==> src/rtl/uart_rx_pkg.sv <==
package uart_rx_pkg;
    localparam int BYTE_W = 8;

    typedef struct packed {
        logic              ferr;
        logic              ninth;
        logic [BYTE_W-1:0] data;
    } rx_entry_t;

    typedef enum logic [1:0] {
        S_IDLE,
        S_START,
        S_DATA,
        S_STOP
    } rx_state_e;
endpackage

==> src/rtl/rx_sync.sv <==
module rx_sync #(
    parameter int STAGES = 2
) (
    input  logic clk,
    input  logic rst_n,
    input  logic din,
    output logic dout
);
    logic [STAGES-1:0] chain;

    always_ff @(posedge clk or negedge rst_n) begin
        if (!rst_n) chain <= '1;
        else        chain <= {chain[STAGES-2:0], din};
    end

    assign dout = chain[STAGES-1];
endmodule

==> src/rtl/rx_sampler.sv <==
module rx_sampler
    import uart_rx_pkg::*;
#(
    parameter int OSR = 16
) (
    input  logic      clk,
    input  logic      rst_n,
    input  logic      en,
    input  logic      nine,
    input  logic      tick,
    input  logic      rx_s,
    output logic      done,
    output rx_entry_t word
);
    localparam int CW    = $clog2(OSR);
    localparam int MID   = OSR / 2 - 1;
    localparam int VOTE  = OSR / 2;
    localparam int SHW   = BYTE_W + 1;

    rx_state_e      state, nxt;
    logic [CW-1:0]  cnt;
    logic [3:0]     bit_cnt;
    logic           rx_prev;
    logic [1:0]     hist;
    logic [SHW-1:0] shreg;
    logic           vote;
    logic [3:0]     last_bit;

    assign vote     = (hist[1] & hist[0]) | (hist[1] & rx_s) | (hist[0] & rx_s);
    assign last_bit = nine ? 4'd8 : 4'd7;

    always_comb begin
        nxt = state;
        unique case (state)
            S_IDLE:  if (tick && rx_prev && !rx_s) nxt = S_START;
            S_START: begin
                if (tick && cnt == CW'(MID) && rx_s) nxt = S_IDLE;
                else if (tick && cnt == CW'(OSR-1))  nxt = S_DATA;
            end
            S_DATA:  if (tick && cnt == CW'(OSR-1) && bit_cnt == last_bit) nxt = S_STOP;
            S_STOP:  if (tick && cnt == CW'(VOTE)) nxt = S_IDLE;
            default: nxt = S_IDLE;
        endcase
        if (!en) nxt = S_IDLE;
    end

    always_ff @(posedge clk or negedge rst_n) begin
        if (!rst_n) state <= S_IDLE;
        else        state <= nxt;
    end

    always_ff @(posedge clk or negedge rst_n) begin
        if (!rst_n) begin
            cnt     <= '0;
            bit_cnt <= '0;
            rx_prev <= 1'b1;
            hist    <= 2'b11;
            shreg   <= '0;
        end else if (!en) begin
            cnt     <= '0;
            bit_cnt <= '0;
            rx_prev <= 1'b1;
            hist    <= 2'b11;
            shreg   <= '0;
        end else if (tick) begin
            rx_prev <= rx_s;
            hist    <= {hist[0], rx_s};
            if (state == S_IDLE || nxt != state) cnt <= '0;
            else                                 cnt <= cnt + 1'b1;
            if (state == S_START) bit_cnt <= '0;
            if (state == S_DATA) begin
                if (cnt == CW'(VOTE))  shreg   <= {vote, shreg[SHW-1:1]};
                if (cnt == CW'(OSR-1)) bit_cnt <= bit_cnt + 1'b1;
            end
        end
    end

    always_comb begin
        done       = en && tick && state == S_STOP && cnt == CW'(VOTE);
        word.ferr  = !vote;
        word.ninth = nine ? shreg[SHW-1] : 1'b0;
        word.data  = nine ? shreg[BYTE_W-1:0] : shreg[SHW-1:1];
    end
endmodule

==> src/rtl/rx_queue.sv <==
module rx_queue
    import uart_rx_pkg::*;
#(
    parameter int DEPTH = 2
) (
    input  logic      clk,
    input  logic      rst_n,
    input  logic      flush,
    input  logic      push,
    input  rx_entry_t din,
    input  logic      pop,
    output rx_entry_t head,
    output logic      empty,
    output logic      full
);
    localparam int AW = (DEPTH > 1) ? $clog2(DEPTH) : 1;

    rx_entry_t     mem [DEPTH];
    logic [AW-1:0] wr_ptr, rd_ptr;
    logic [AW:0]   count;
    logic          do_push, do_pop;

    assign empty   = count == '0;
    assign full    = count == (AW+1)'(DEPTH);
    assign do_push = push && !full;
    assign do_pop  = pop && !empty;
    assign head    = mem[rd_ptr];

    function automatic logic [AW-1:0] step(input logic [AW-1:0] p);
        return (p == AW'(DEPTH-1)) ? '0 : p + 1'b1;
    endfunction

    always_ff @(posedge clk or negedge rst_n) begin
        if (!rst_n) begin
            wr_ptr <= '0;
            rd_ptr <= '0;
            count  <= '0;
        end else if (flush) begin
            wr_ptr <= '0;
            rd_ptr <= '0;
            count  <= '0;
        end else begin
            if (do_push) wr_ptr <= step(wr_ptr);
            if (do_pop)  rd_ptr <= step(rd_ptr);
            count <= count + (AW+1)'(do_push) - (AW+1)'(do_pop);
        end
    end

    for (genvar i = 0; i < DEPTH; i++) begin : g_slot
        always_ff @(posedge clk or negedge rst_n) begin
            if (!rst_n)                               mem[i] <= '0;
            else if (do_push && wr_ptr == AW'(i))     mem[i] <= din;
        end
    end
endmodule

==> src/rtl/uart_rx_fifo.sv <==
module uart_rx_fifo
    import uart_rx_pkg::*;
#(
    parameter int OSR         = 16,
    parameter int DEPTH       = 2,
    parameter int SYNC_STAGES = 2
) (
    input  logic              clk,
    input  logic              rst_n,
    input  logic              rx_en,
    input  logic              nine_bit,
    input  logic              os_tick,
    input  logic              rx_in,
    input  logic              pop,
    input  logic              int_en,
    output logic [BYTE_W-1:0] rx_data,
    output logic              rx_ninth,
    output logic              rx_ferr,
    output logic              pending,
    output logic              irq,
    output logic              overrun
);
    logic      rx_s, done, q_empty, q_full;
    rx_entry_t word, head;

    rx_sync #(.STAGES(SYNC_STAGES)) u_sync (
        .clk(clk), .rst_n(rst_n), .din(rx_in), .dout(rx_s)
    );

    rx_sampler #(.OSR(OSR)) u_samp (
        .clk(clk), .rst_n(rst_n), .en(rx_en), .nine(nine_bit),
        .tick(os_tick), .rx_s(rx_s), .done(done), .word(word)
    );

    rx_queue #(.DEPTH(DEPTH)) u_q (
        .clk(clk), .rst_n(rst_n), .flush(!rx_en),
        .push(done && !overrun), .din(word), .pop(pop),
        .head(head), .empty(q_empty), .full(q_full)
    );

    always_ff @(posedge clk or negedge rst_n) begin
        if (!rst_n)              overrun <= 1'b0;
        else if (!rx_en)         overrun <= 1'b0;
        else if (done && q_full) overrun <= 1'b1;
    end

    always_comb begin
        pending  = !q_empty;
        irq      = pending && int_en;
        rx_data  = pending ? head.data  : '0;
        rx_ninth = pending ? head.ninth : 1'b0;
        rx_ferr  = pending ? head.ferr  : 1'b0;
    end
endmodule

==> config.mk <==
export PLATFORM = sky130hd
export DESIGN_NAME = uart_rx_fifo
export DESIGN_NICKNAME = d
export VERILOG_FILES = /design/src/rtl/uart_rx_pkg.sv /design/src/rtl/rx_sync.sv /design/src/rtl/rx_sampler.sv /design/src/rtl/rx_queue.sv /design/src/rtl/uart_rx_fifo.sv
export SDC_FILE = /design/constraint.sdc
export NUM_CORES = 1
export LEC_CHECK = 0
export CAP_MARGIN = 20
export CORE_ASPECT_RATIO = 1.75
export CORE_UTILIZATION = 57
export CTS_CLUSTER_SIZE = 8
export DETAILED_ROUTE_END_ITERATION = 12
export PLACE_DENSITY = 0.76
export SLEW_MARGIN = 20
export SYNTH_ARGS = -nofsm -noshare
export SYNTH_HDL_FRONTEND = slang
export SYNTH_SLANG_ARGS = --single-unit
==> constraint.sdc <==
create_clock -name clk -period 2.3 [get_ports clk]
set_input_delay 0.46 -clock clk [delete_from_list [all_inputs] [get_ports clk]]
set_output_delay 0.46 -clock clk [all_outputs]
set_load 0.1 [all_outputs]
==> results.md <==
- Setup violations, final: 0
- Post-Syn Area: between 2000 and 3000 sq um
- Post-synth EDFFs: 0
- Worst path required time: around 1800 ps
- Met3 Use GR: 0.0389
- Mean Syn Cell Area: a little over 10 sq um
- M2 GR Usage: 0.372
- CP Launch Type: flip-flop
- Max Freq: just under 500 MHz
- RSZ-0062 raised after global routing: false
- Die Y-Extent: roughly 90 microns
- GRT Total Usage: 0.216
- Main area contributors after synthesis: dfrtp_1 44%, mux2i_1 11%, nand2_1 4.6%
- Clock-pin slew of the registers on the worst-case setup and hold paths: about 80 ps
- Fillcell total: roughly 320
- Max Cap Viol: 0
- CP endpoint kind: output port
- Final core occ: 0.717
- Iter 0 DRT Violations: 31
- Largest net degree at the start of global routing: 29
- Final net count: ~280
- HPWL after DPL: ~3.4 mm
- CTS sink cnt: 48
- Cells after Synth: around 240
- Post CTS Setup Buffer Count: 0
- Die area: 4680 sq um
- WL per Instance: between 10 and 15 microns
- Fin. Hold Viols: 0
- Most instantiated cells after synthesis: 44 x dfrtp_1, 31 x nand2_1, 28 x mux2i_1
- Htree depth: 2
- # port buffers: 20
- FF-to-FF setup slack: around 380 ps
- Hold Path Class: input port to async pin
- First-pass GRT wire length: around 7.7 mm
- Library cells used by synthesis: 49
- Num CTS Buffers: 5
- Yosys reg bits: 48
- Resized cells post-CTS: 0
- Crit path DAT: approximately 1600 ps
- Placed cell area: around 2900 sq um
- Vias: ~1800
- Synth Net Count: between 200 and 300
- Synth async-reset ratio: 1.00
- Seq. cell area: 1210 sq um
- CTS tree: built
- Area grow syn2layout: 19.6%
- Status: complete, no violations
- ANT cells: 0
- Vias in the first global route: about 1700
- Pwr dens: 563 nW/um^2
- Most common flop cell mapped by yosys: dfrtp_1
- Post-Place Cells: ~310
- DRC viols: 0
- CP Class: flip-flop to output port
- Fin area: between 3000 and 4000 sq um
- GP Congestion: 0.836
- Fin cells: 320
- Initial antenna violation count: 0
- Max Root-Sink Buffers: 2
- Syn. warnings: 0
- Crit path max fanout: 11
- Congestion Overflow GR: 0
- Worst Tran Pin Value: between 600 and 700 ps
- Worst reg2reg startpoint: u_samp.cnt[0]
- Final worst slack: approximately 260 ps
- Worst slew margin: 0.584
- Initial Util: 0.599
- Num ports: 21
- Post-CTS Hold Fix Bufs: 0
- 1st-pass router iterations: 4
- Core box area: about 4200 sq um
- Crit share post-route: 0.885
- Peak supply drop: between 0.0005 and 0.0006 V
- Post-synth top area share: 0.439
- Clk_lat worst skew: 290 ps
- Dpl ws: approximately 26 ps
- Most used routing layer: met2
- Most frequent cell after synthesis: dfrtp_1
- Worst-case reg-to-reg path depth: 6
- Vias per cell: 5.49
- Standard-cell rows: 31
- Ratio of cells with drive above 1 in the final layout: 0.196
- Detailed Route WL: approximately 4.5 mm
- Clock root cell: clkbuf_8
- Multi-input gate area: roughly 1200 sq um
- Slew Limit Fails: 0
- Critical R2R Capture: u_samp.cnt[2]
- Period minus WS final: a little over 2000 ps
- Clk_skew: roughly 3.7 ps
- Sequential-to-total area share from yosys stat: 0.481
- Grt met1 use: 0.251
- Final ANT Viol Nets: 0
- Die width: about 52 microns
- LEAKAGE: 1.29 nW
- Cell taking the most area after synthesis: dfrtp_1
## kinds of logic after synthesis
| group | synth area share |
|---|---|
| simple gates | 0.210 |
| mux | 0.122 |
| flops | 0.481 |
| fa+ha+maj | 0.0289 |
| xor+xnor | 0.0140 |
| compound gates | 0.111 |
| buf+inv | 0.0339 |
## worst max path at each step
| stage | end | from | cells after the start |
|---|---|---|---|
| finish | rx_ferr | u_q.rd_ptr | 3 |
| global route | rx_ferr | u_q.rd_ptr | 3 |
| CTS | rx_ferr | u_q.rd_ptr | 3 |
| detailed placement | u_samp.cnt[2] | os_tick | 7 |
| global placement | u_samp.cnt[2] | os_tick | 7 |
| floorplan | rx_data[3] | u_q.rd_ptr | 3 |
## stage by stage
stage | total power, W | hold slack, ps | TNS, ps
floorplan | 0.00112 | 164 | -726
global placement | 0.00124 | 347 | 0
detailed placement | 0.00124 | 349 | 0
CTS | 0.00171 | 190 | 0
global route | 0.00177 | 207 | 0
finish | 0.00169 | 175 | 0
## where the power goes
group | leakage, nW | internal [W] | switching (W)
Combinational | 0.588 | 0.000129 | 0.000191
Sequential | 0.656 | 0.000865 | 0.0000354
Clock | 0.0422 | 0.000214 | 0.000256
Total | 1.29 | 0.00121 | 0.000482
## routing by layer
layer  wire length, microns  share of wire
met5                      0              0
met2                   2410           0.54
met1                   1870           0.42
met4                    118          0.026
met3                     82          0.018
## flip-flops by register name (all words and copies together) (netlist names)
signal and cells:
u_samp.state 2, u_q.count 2, u_samp.cnt 4, u_samp.shreg 9, u_samp.hist 2, u_q.rd_ptr 1
overrun 1, u_samp.bit_cnt 4, u_q.mem 20, u_sync.chain 2, u_q.wr_ptr 1
## critical path: stages (launching register included)
cell	delay, ps
dfrtp_1	700
mux2i_1	170
nor2_1	200
buf_12	200
## cell type report
class	instances	area share
multi-input combinational	176	0.409
sequential	48	0.402
timing repair buffer	31	0.132
clock buffer	7	0.0254
tap	49	0.0204
inverter	8	0.0100
clock inverter	1	0.00167
## cell usage in the layout, fill, tap and decap left out, types with 2 or more instances in the layout
cell              n
dfrtp_1          44
nand2_1          31
mux2i_1          28
o21ai_0          19
nor2b_1          14
nor2_1           12
buf_12           12
buf_4            12
inv_1             8
and2_1            6
clkdlybuf4s50_1   6
o21ai_1           5
ha_1              5
clkbuf_8          5
nor2_2            4
dfstp_2           4
nand3b_1          3
and3_1            3
a22oi_1           3
a21oi_1           3
nand2b_1          3
o21ai_2           3
and2b_1           2
xnor2_1           2
xor2_1            2
a21boi_1          2
nand3_1           2
nor3_1            2
clkbuf_1          2
(Power assumes the default switching activity.)
